==> config.mk <==
export PLATFORM = sky130hd
export DESIGN_NAME = sync_rx_fifo
export DESIGN_NICKNAME = d
export VERILOG_FILES = /design/src/rtl/sync_rx_pkg.sv /design/src/rtl/sync_rx_filter.sv /design/src/rtl/sync_rx_store.sv /design/src/rtl/sync_rx_fifo.sv
export SDC_FILE = /design/constraint.sdc
export NUM_CORES = 1
export LEC_CHECK = 0
export ABC_AREA = 0
export BUFFER_PORTS_ARGS = -buffer_cell sky130_fd_sc_hd__buf_2
export CORE_UTILIZATION = 58
export DETAILED_ROUTE_END_ITERATION = 10
export PLACE_DENSITY = 0.84
export SLEW_MARGIN = 20
export SYNTH_ARGS = -nofsm -noshare
export SYNTH_HDL_FRONTEND = slang
export SYNTH_SLANG_ARGS = --single-unit
export TNS_END_PERCENT = 1
==> constraint.sdc <==
create_clock -name clk_i -period 5.29 [get_ports clk_i]
set_clock_uncertainty 0.2 [all_clocks]
set_input_delay 1.587 -clock clk_i [delete_from_list [all_inputs] [get_ports clk_i]]
set_output_delay 1.587 -clock clk_i [all_outputs]
set_load 0.05 [all_outputs]
==> src/rtl/sync_rx_pkg.sv <==
package sync_rx_pkg;
  typedef enum logic [1:0] {
    ACT_NONE = 2'd0,
    ACT_LOCK = 2'd1,
    ACT_PUSH = 2'd2
  } rx_act_e;
endpackage

==> src/rtl/sync_rx_filter.sv <==
module sync_rx_filter
  import sync_rx_pkg::*;
#(
  parameter int DATA_W = 8
) (
  input  logic              clk_i,
  input  logic              rst_ni,
  input  logic              valid_i,
  input  logic [DATA_W-1:0] data_i,
  input  logic [DATA_W-1:0] sync_code_i,
  input  logic              rx_reset_i,
  input  logic              clr_sync_i,
  input  logic              strip_sync_i,
  output logic              push_o,
  output logic              in_sync_o
);
  rx_act_e act;
  logic    in_sync_q;
  logic    match;

  assign match = (data_i == sync_code_i);

  always_comb begin
    act = ACT_NONE;
    if (valid_i && !rx_reset_i && !clr_sync_i) begin
      if (!in_sync_q)                 act = match ? ACT_LOCK : ACT_NONE;
      else if (strip_sync_i && match) act = ACT_NONE;
      else                            act = ACT_PUSH;
    end
  end

  always_ff @(posedge clk_i or negedge rst_ni) begin
    if (!rst_ni)               in_sync_q <= 1'b0;
    else if (clr_sync_i)       in_sync_q <= 1'b0;
    else if (act == ACT_LOCK)  in_sync_q <= 1'b1;
  end

  assign push_o    = (act == ACT_PUSH);
  assign in_sync_o = in_sync_q;

  // nothing is queued while hunting
  a_r2_hunt_no_push: assert property (@(posedge clk_i) disable iff (!rst_ni)
    !in_sync_q |-> !push_o);
  // a matching byte while hunting locks
  a_r2_match_locks: assert property (@(posedge clk_i) disable iff (!rst_ni)
    (!in_sync_q && valid_i && match && !rx_reset_i && !clr_sync_i) |=> in_sync_q);
  // clear-sync drops lock
  a_r8_clear_unlocks: assert property (@(posedge clk_i) disable iff (!rst_ni)
    clr_sync_i |=> !in_sync_q);
  // stripped sync byte never pushed
  a_r4_strip_drop: assert property (@(posedge clk_i) disable iff (!rst_ni)
    (strip_sync_i && match) |-> !push_o);
endmodule

==> src/rtl/sync_rx_store.sv <==
module sync_rx_store #(
  parameter int DATA_W = 8,
  parameter int DEPTH  = 3
) (
  input  logic                         clk_i,
  input  logic                         rst_ni,
  input  logic                         flush_i,
  input  logic                         push_i,
  input  logic                         pop_i,
  input  logic [DATA_W-1:0]            push_data_i,
  output logic [DATA_W-1:0]            head_o,
  output logic [$clog2(DEPTH+1)-1:0]   count_o,
  output logic                         overrun_o
);
  localparam int PTR_W = (DEPTH > 1) ? $clog2(DEPTH) : 1;
  localparam int CNT_W = $clog2(DEPTH+1);
  localparam logic [PTR_W-1:0] LAST = PTR_W'(DEPTH-1);
  localparam logic [CNT_W-1:0] FULL = CNT_W'(DEPTH);

  logic [DATA_W-1:0] mem_q [DEPTH];
  logic [PTR_W-1:0]  rd_ptr_q, wr_ptr_q;
  logic [CNT_W-1:0]  count_q;
  logic              ovr_q;
  logic              pop_en, wr_en, blocked;

  function automatic logic [PTR_W-1:0] inc(input logic [PTR_W-1:0] p);
    return (p == LAST) ? '0 : p + PTR_W'(1);
  endfunction

  // pop is taken ahead of a same-cycle push
  assign pop_en  = pop_i && !flush_i && (count_q != '0);
  assign blocked = (count_q == FULL) && !pop_en;
  assign wr_en   = push_i && !flush_i && !blocked;

  for (genvar i = 0; i < DEPTH; i++) begin : g_entry
    always_ff @(posedge clk_i or negedge rst_ni) begin
      if (!rst_ni)                                mem_q[i] <= '0;
      else if (wr_en && wr_ptr_q == PTR_W'(i))    mem_q[i] <= push_data_i;
    end
  end

  always_ff @(posedge clk_i or negedge rst_ni) begin
    if (!rst_ni) begin
      rd_ptr_q <= '0;
      wr_ptr_q <= '0;
      count_q  <= '0;
      ovr_q    <= 1'b0;
    end else if (flush_i) begin
      rd_ptr_q <= '0;
      wr_ptr_q <= '0;
      count_q  <= '0;
      ovr_q    <= 1'b0;
    end else begin
      if (pop_en) rd_ptr_q <= inc(rd_ptr_q);
      if (wr_en)  wr_ptr_q <= inc(wr_ptr_q);
      count_q <= count_q + CNT_W'(wr_en) - CNT_W'(pop_en);
      if (push_i && blocked) ovr_q <= 1'b1;
    end
  end

  assign head_o    = (count_q != '0) ? mem_q[rd_ptr_q] : '0;
  assign count_o   = count_q;
  assign overrun_o = ovr_q;

  // occupancy bounded
  a_r5_no_overflow: assert property (@(posedge clk_i) disable iff (!rst_ni)
    count_q <= FULL);
  // overrun only rises from a push into a full FIFO
  a_r5_overrun_cause: assert property (@(posedge clk_i) disable iff (!rst_ni)
    $rose(ovr_q) |-> ($past(count_q) == FULL && $past(push_i)));
  // pop on empty is harmless
  a_r9_pop_empty: assert property (@(posedge clk_i) disable iff (!rst_ni)
    (pop_i && !push_i && count_q == '0) |=> (count_q == '0));
  // push with pop on full keeps level, no new overrun
  a_r10_push_pop_full: assert property (@(posedge clk_i) disable iff (!rst_ni)
    (push_i && pop_i && !flush_i && count_q == FULL) |=> (count_q == FULL && $stable(ovr_q)));
  // flush empties and clears overrun
  a_r7_flush: assert property (@(posedge clk_i) disable iff (!rst_ni)
    flush_i |=> (count_q == '0 && !ovr_q));
endmodule

==> src/rtl/sync_rx_fifo.sv <==
module sync_rx_fifo #(
  parameter int DATA_W = 8,
  parameter int DEPTH  = 3
) (
  input  logic              clk_i,
  input  logic              rst_ni,
  input  logic              rx_valid_i,
  input  logic [DATA_W-1:0] rx_data_i,
  input  logic [DATA_W-1:0] sync_code_i,
  input  logic              rx_reset_i,
  input  logic              clr_sync_i,
  input  logic              strip_sync_i,
  input  logic              one_byte_thr_i,
  input  logic              pop_i,
  output logic [DATA_W-1:0] rd_data_o,
  output logic              rda_o,
  output logic              overrun_o,
  output logic              in_sync_o
);
  localparam int CNT_W = $clog2(DEPTH+1);

  logic             push;
  logic [CNT_W-1:0] count;
  logic [CNT_W-1:0] thr;

  sync_rx_filter #(.DATA_W(DATA_W)) u_filter (
    .clk_i        (clk_i),
    .rst_ni       (rst_ni),
    .valid_i      (rx_valid_i),
    .data_i       (rx_data_i),
    .sync_code_i  (sync_code_i),
    .rx_reset_i   (rx_reset_i),
    .clr_sync_i   (clr_sync_i),
    .strip_sync_i (strip_sync_i),
    .push_o       (push),
    .in_sync_o    (in_sync_o)
  );

  sync_rx_store #(.DATA_W(DATA_W), .DEPTH(DEPTH)) u_store (
    .clk_i       (clk_i),
    .rst_ni      (rst_ni),
    .flush_i     (rx_reset_i),
    .push_i      (push),
    .pop_i       (pop_i),
    .push_data_i (rx_data_i),
    .head_o      (rd_data_o),
    .count_o     (count),
    .overrun_o   (overrun_o)
  );

  // threshold follows the select input combinationally
  assign thr   = one_byte_thr_i ? CNT_W'(1) : CNT_W'(2);
  assign rda_o = (count >= thr);

  // flag never up on an empty FIFO
  a_r6_rda_empty: assert property (@(posedge clk_i) disable iff (!rst_ni)
    (count == '0) |-> !rda_o);
  // a push in a locked state grows occupancy unless popping or full
  a_r3_push_grows: assert property (@(posedge clk_i) disable iff (!rst_ni)
    (push && !pop_i && !rx_reset_i && count < CNT_W'(DEPTH)) |=> (count == $past(count) + CNT_W'(1)));
endmodule

==> out/results.txt, run 1 <==
Register bit total from synthesis = 32
Hold-fix buffers at CTS = 0
TritonCTS clock tree = yes
Post-synth top flop = sky130_fd_sc_hd__dfrtp_1
CP startpoint kind = input port
Post-DRT Antenna Nets = 0
Number of clock sinks = 32
Highest clock rate = 0.235 GHz
IO Pins = 35
Slowest CP cell = sky130_fd_sc_hd__ha_1
Number of detailed-routing iterations run before antenna repair = 4
Period utilization = 80.6%
Full die area = 3190 sq um
Average size of a mapped cell = 11.9 sq um
Setup TNS = 0 ns
Number of flops mapped to enable cells by yosys = 0
Vias post-DR = 1234
Minimum hold slack = 0.294 ns
Async set-reset flop share out of synthesis = 100%
Cell repeated most along the worst path = sky130_fd_sc_hd__buf_2
Worst Path Arrival = 2.47 ns
Warnings from Yosys = 0
Path type of the worst min-delay path = flip-flop to flip-flop
Via count of the first global-routing pass = 1320
Area of the placeable core = 2780 sq um
Final number of max-transition violations = 0
RSZ-0062 raised after global routing = no
Post-CTS setup buffer count = 0
Top area cells in the synthesized netlist = sky130_fd_sc_hd__dfrtp_1 47%, sky130_fd_sc_hd__mux2_2 16%, sky130_fd_sc_hd__mux2i_1 5.2%
Core Rows = 19
Result of the run = finished clean
Initial Util = 61.9%
Total Routed Length = 3.34 mm
Maximum resistive drop on vdd = 0.278 mV
Transition time at the pin with the least slew margin = 0.729 ns
Count of mapped cells out of synthesis = 144
Count of final setup violators = 0
Share of synthesized area occupied by flip-flops and latches = 46.5%
Placed Area = 1910 sq um
Distinct cells, synth = 27
Wire length per cell = 15.7 microns
Global-route wire length before repair = 5.87 mm
Die boundary height = 56.5 microns
Relative area change from synthesis to final layout = 16.8%
Post-Place Cells = 205
Buffers and inverters on the worst path = 2
Required time reported for the critical path endpoint = 3.50 ns
Root Buffer = sky130_fd_sc_hd__clkbuf_4
Maximum buffer depth of the clock tree = 2
Maximum number of pins on one net before global-route repair = 33
Sequence of cells on the critical path = buf_2 > ha_1 > nand2b_1 > a21o_1 > buf_2
Crit. End Element = primary output
Overall global routing resource usage = 24.6%
Maximum fanout along the worst path = 2
TritonCTS buffer count = 5
Final non-filler cell area = 2010 sq um
Count of unresolved DRC violations after routing = 0
Static leakage = 0.999 nW
Mapped cell area = 1720 sq um
Stage delay of the slowest cell on the critical path = 0.27 ns
Per-cell via count in the routed design = 5.79
Synth area leader = sky130_fd_sc_hd__dfrtp_1
Setup Crit Path Kind = input port to primary output
Die Span X = 56.5 microns
Depth of the CTS H-tree = 2
Last weighted congestion value of the routability-driven placer = 0.758
Post-DP HPWL = 2.39 mm
Post-synth net total = 172
Areal power density over the cells = 243 nW/um^2
Area share of the largest cell type after synthesis = 46.5%
Worst slew margin = 51.3%
CTS clock-pin slew for the worst setup and hold paths = 0.10 ns
Period minus WS final = 4.26 ns
CTS resizes = 0
Initial antenna violation count = 0
Fraction of layout cells with a size suffix above 1 = 41.2%
Dominant cell by count in the synthesized netlist = sky130_fd_sc_hd__dfrtp_1
Max-cap check violation count = 0
Number of failing hold endpoints at the final stage = 0
Number of non-filler instances in the completed layout = 213
Most common library cells after synthesis = 32 x sky130_fd_sc_hd__dfrtp_1, 24 x sky130_fd_sc_hd__mux2_2, 22 x sky130_fd_sc_hd__nor2_1
Initial DRC Count = 24
Count of input and output buffers = 34
Ant diodes = 0
Final Net Count = 209
Final global-route overflow total = 0
Insertion delay of the later-clocked pin in the worst-skew pair = 0.33 ns
Dominant delay contributor by cell family on the critical path = buffers and inverters
cell families (layout without fill, tap and decap cells):
| logic type | count (synthesis) | in the layout | share of synthesized area (%) |
|---|---|---|---|
| AO/OA/AOI/OAI | 21 | 21 | 11.0 |
| buffers and inverters | 7 | 45 | 1.53 |
| XOR/XNOR | 10 | 10 | 5.09 |
| flip-flops | 32 | 32 | 46.5 |
| AND/OR/NAND/NOR | 37 | 37 | 12.0 |
| adder cells (fa/ha/maj) | 4 | 4 | 2.91 |
| multiplexers | 33 | 33 | 20.9 |
final cells by class:
cell class | instances | area [sq um]
tap | 31 | 38.8
clock buffer | 7 | 65.1
inverter | 3 | 11.3
timing repair buffer | 34 | 170
sequential | 32 | 801
clock inverter | 1 | 30.0
multi-input combinational | 105 | 893
fill | 195 | 772
flip-flops by register name (all words and copies together) (netlist names):
name                cells
u_filter.in_sync_o      1
u_store.count_o         2
u_store.mem_q          24
u_store.overrun_o       1
u_store.rd_ptr_q        2
u_store.wr_ptr_q        2
path summary, 6_finish.rpt:
| kind | startpoint | to | slack [ns] | depth (start not counted) |
|---|---|---|---|---|
| setup / recovery | one_byte_thr_i | rda_o | 1.03 | 5 |
| hold / removal | u_store.overrun_o | u_store.overrun_o | 0.29 | 1 |
| setup reg to reg | u_filter.in_sync_o | u_store.mem_q[17] | 3.21 | 4 |
| hold reg to reg | u_store.overrun_o | u_store.overrun_o | 0.29 | 1 |
| max in group asynchronous | rst_ni | u_store.mem_q[17] | 3.34 | 1 |
| min in group asynchronous | rst_ni | u_filter.in_sync_o | 1.09 | 1 |
stage by stage:
step | setup slack [ns] | util, % | total power [mW]
floorplan | 1.19 | - | 0.267
global placement | 1.04 | 68.8 | 0.285
detailed placement | 1.02 | 68.8 | 0.287
CTS | 1.02 | 72.2 | 0.492
global route | 0.978 | 72.2 | 0.504
finish | 1.03 | 72.2 | 0.488
layout by cell type (no fill, tap or decap), types with 4 or more instances in the layout:
| master | synthesis | final |
|---|---|---|
| sky130_fd_sc_hd__clkbuf_4 | 0 | 5 |
| sky130_fd_sc_hd__mux2_2 | 24 | 24 |
| sky130_fd_sc_hd__dfrtp_1 | 32 | 32 |
| sky130_fd_sc_hd__ha_1 | 4 | 4 |
| sky130_fd_sc_hd__buf_2 | 0 | 34 |
| sky130_fd_sc_hd__mux2i_1 | 9 | 9 |
| sky130_fd_sc_hd__nor2_1 | 22 | 22 |
| sky130_fd_sc_hd__a21oi_1 | 9 | 9 |
| sky130_fd_sc_hd__xor2_1 | 9 | 9 |
routing by layer:
metal	up-vias	share of wire, %	wire length [microns]	track usage (%)
met2	31	54	1790	44.2
met4	0	1.6	53	12.2
li1	583	-	-	-
met1	611	41	1360	28.0
met3	9	3.9	130	4.15
met5	-	0	0	0
where the power goes:
| group | internal, mW | total [mW] | switching, mW |
|---|---|---|---|
| Clock | 0.125 | 0.206 | 0.0809 |
| Combinational | 0.0126 | 0.0363 | 0.0237 |
| Sequential | 0.245 | 0.245 | 0.000259 |
| Total | 0.383 | 0.488 | 0.105 |
worst reg2reg max path, delay by kind of cell (launching register included):
| kind | cells | cell delay (ns) |
|---|---|---|
| AO/OA/AOI/OAI | 2 | 0.72 |
| multiplexers | 1 | 0.42 |
| flip-flops | 1 | 0.38 |
| AND/OR/NAND/NOR | 1 | 0.25 |
Power figures use the tool's default switching activity.
==> inputs of run 2 (changes only) <==
Settings changed: CORE_UTILIZATION 58 to 49, PLACE_DENSITY 0.84 to 0.75.
Clock period 5.29 ns to 3.65 ns, I/O delays scaled along.
==> out/results.txt, run 2 (synthesized netlist as in run 1, its figures left out) <==
Depth of the CTS H-tree = 2 (unchanged)
Root Buffer = sky130_fd_sc_hd__clkbuf_4
Full die area = 3750 sq um (+18%)
TritonCTS clock tree = yes
Path type of the worst min-delay path = flip-flop to flip-flop
Number of non-filler instances in the completed layout = 231 (+8.5%)
Post-Place Cells = 223 (+8.8%)
Last weighted congestion value of the routability-driven placer = 0.794 (+4.8%)
Wire length per cell = 15.2 microns (-3.3%)
Area of the multi-input gates = 893 sq um (unchanged)
Core utilization of the finished layout = 60.4% (-12 points)
Setup Crit Path Kind = input port to primary output
Highest-count cells in the layout ignoring fill and taps = 34 x sky130_fd_sc_hd__buf_2, 32 x sky130_fd_sc_hd__dfrtp_1, 24 x sky130_fd_sc_hd__mux2_2
Initial Util = 51.6% (-10 points)
Period utilization = 89.6%
Most common library cell in the layout ignoring fill and taps = sky130_fd_sc_hd__buf_2
Maximum fanout along the worst path = 2 (unchanged)
Relative area change from synthesis to final layout = 17.2%
Post-route setup slack = 0.379 ns (-0.649 ns)
Maximum number of pins on one net before global-route repair = 33 (unchanged)
Setup TNS = 0 ns (unchanged)
Insertion delay of the later-clocked pin in the worst-skew pair = 0.34 ns (about the same)
Period minus WS final = 3.27 ns
Worst Path Arrival = 1.98 ns (-0.49 ns)
Initial DRC Count = 56 (+130%)
Number of clock sinks = 32 (unchanged)
Global-route wire length before repair = 5.51 mm (-6.1%)
Placed Area = 1960 sq um (+2.2%)
Final Net Count = 212 (+1.4%)
Final non-filler cell area = 2020 sq um (+0.37%)
Final global-route overflow total = 0 (unchanged)
CP startpoint kind = input port
Maximum resistive drop on vdd = 0.223 mV (-20%)
Maximum buffer depth of the clock tree = 2 (unchanged)
Per-cell via count in the routed design = 5.35 (-7.6%)
IO Pins = 35 (unchanged)
Highest clock rate = 0.306 GHz
TritonCTS buffer count = 5 (unchanged)
Vias post-DR = 1236 (+0.16%)
Die Span X = 61.3 microns (+8.5%)
Transition time at the pin with the least slew margin = 0.714 ns (-0.0153 ns)
Areal power density over the cells = 308 nW/um^2 (+27%)
Area of the placeable core = 3340 sq um (+20%)
Post-CTS setup buffer count = 0 (unchanged)
CTS resizes = 0 (unchanged)
Hold-fix buffers at CTS = 0 (unchanged)
Final number of max-transition violations = 0 (unchanged)
Seq. cell area = 801 sq um (unchanged)
Post-DRT Antenna Nets = 0 (unchanged)
Required time reported for the critical path endpoint = 2.35 ns (-1.15 ns)
Via count of the first global-routing pass = 1184 (-10%)
Max-cap check violation count = 0 (unchanged)
Number of detailed-routing iterations run before antenna repair = 4 (unchanged)
Ant diodes = 0 (unchanged)
RSZ-0062 raised after global routing = no
Total Routed Length = 3.50 mm (+4.9%)
Number of flip-flops in the largest register = 24 (unchanged)
Register with the most flip-flops = u_store.mem_q
Slack of the worst reg-to-reg path = 1.51 ns (-1.70 ns)
Result of the run = finished clean
Count of unresolved DRC violations after routing = 0 (unchanged)
Number of fillers in the final layout = 317 (+63%)
Worst slew margin = 52.4% (+1.1 points)
Overall global routing resource usage = 21.9% (-2.7 points)
Initial antenna violation count = 0 (unchanged)
Worst-case setup slack after placement = 0.373 ns (-0.644 ns)
Crit. End Element = primary output
Count of final setup violators = 0 (unchanged)
Static leakage = 1.00 nW (+0.29%)
Number of failing hold endpoints at the final stage = 0 (unchanged)
Die boundary height = 61.3 microns (+8.5%)
Post-DP HPWL = 2.50 mm (+4.5%)
Count of input and output buffers = 34 (unchanged)
CTS clock-pin slew for the worst setup and hold paths = 0.10 ns (about the same)
Fraction of layout cells with a size suffix above 1 = 42.2% (+0.95 points)
Core Rows = 21 (+2)
run 2: final timing paths:
| kind | endpoint | start | depth (start not counted) |
|---|---|---|---|
| setup / recovery | rda_o | one_byte_thr_i | 5 |
| hold / removal | u_store.overrun_o | u_store.overrun_o | 1 |
| setup reg to reg | u_store.mem_q[16] | u_filter.in_sync_o | 4 |
| hold reg to reg | u_store.overrun_o | u_store.overrun_o | 1 |
| max in group asynchronous | u_store.mem_q[10] | rst_ni | 1 |
| min in group asynchronous | u_store.overrun_o | rst_ni | 1 |
run 2: cell type report:
class,count,share of cell area (%)
multi-input combinational,105,44.3
sequential,32,39.7
timing repair buffer,37,9.55
tap,46,2.85
clock buffer,6,2.54
inverter,3,0.558
clock inverter,2,0.496
run 2: per-layer routing:
metal  vias to the layer above  global-route usage, %  share of wire, %
li1                        590                      -                 -
met1                       604                   25.1                43
met2                        35                   36.3                50
met3                         7                   4.83               5.2
met4                         0                   15.6               2.1
met5                         -                      0                 0
run 2: power by group:
part | leakage [nW] | total (mW) | internal (mW) | switching [mW]
Sequential | 0.447 | 0.355 | 0.355 | 0.000344
Clock | 0.0380 | 0.213 | 0.0915 | 0.121
Combinational | 0.517 | 0.0530 | 0.0183 | 0.0347
run 2: metrics by stage:
step	hold slack (ns)	power (mW)
finish	0.293	0.621
CTS	0.301	0.628
global placement	0.269	0.414
detailed placement	0.278	0.416
floorplan	0.280	0.387
global route	0.314	0.648
run 2: critical path, cell delays in order:
cell,delay (ns)
sky130_fd_sc_hd__buf_2,0.11
sky130_fd_sc_hd__ha_1,0.27
sky130_fd_sc_hd__nand2b_1,0.13
sky130_fd_sc_hd__a21o_1,0.16
sky130_fd_sc_hd__buf_2,0.20
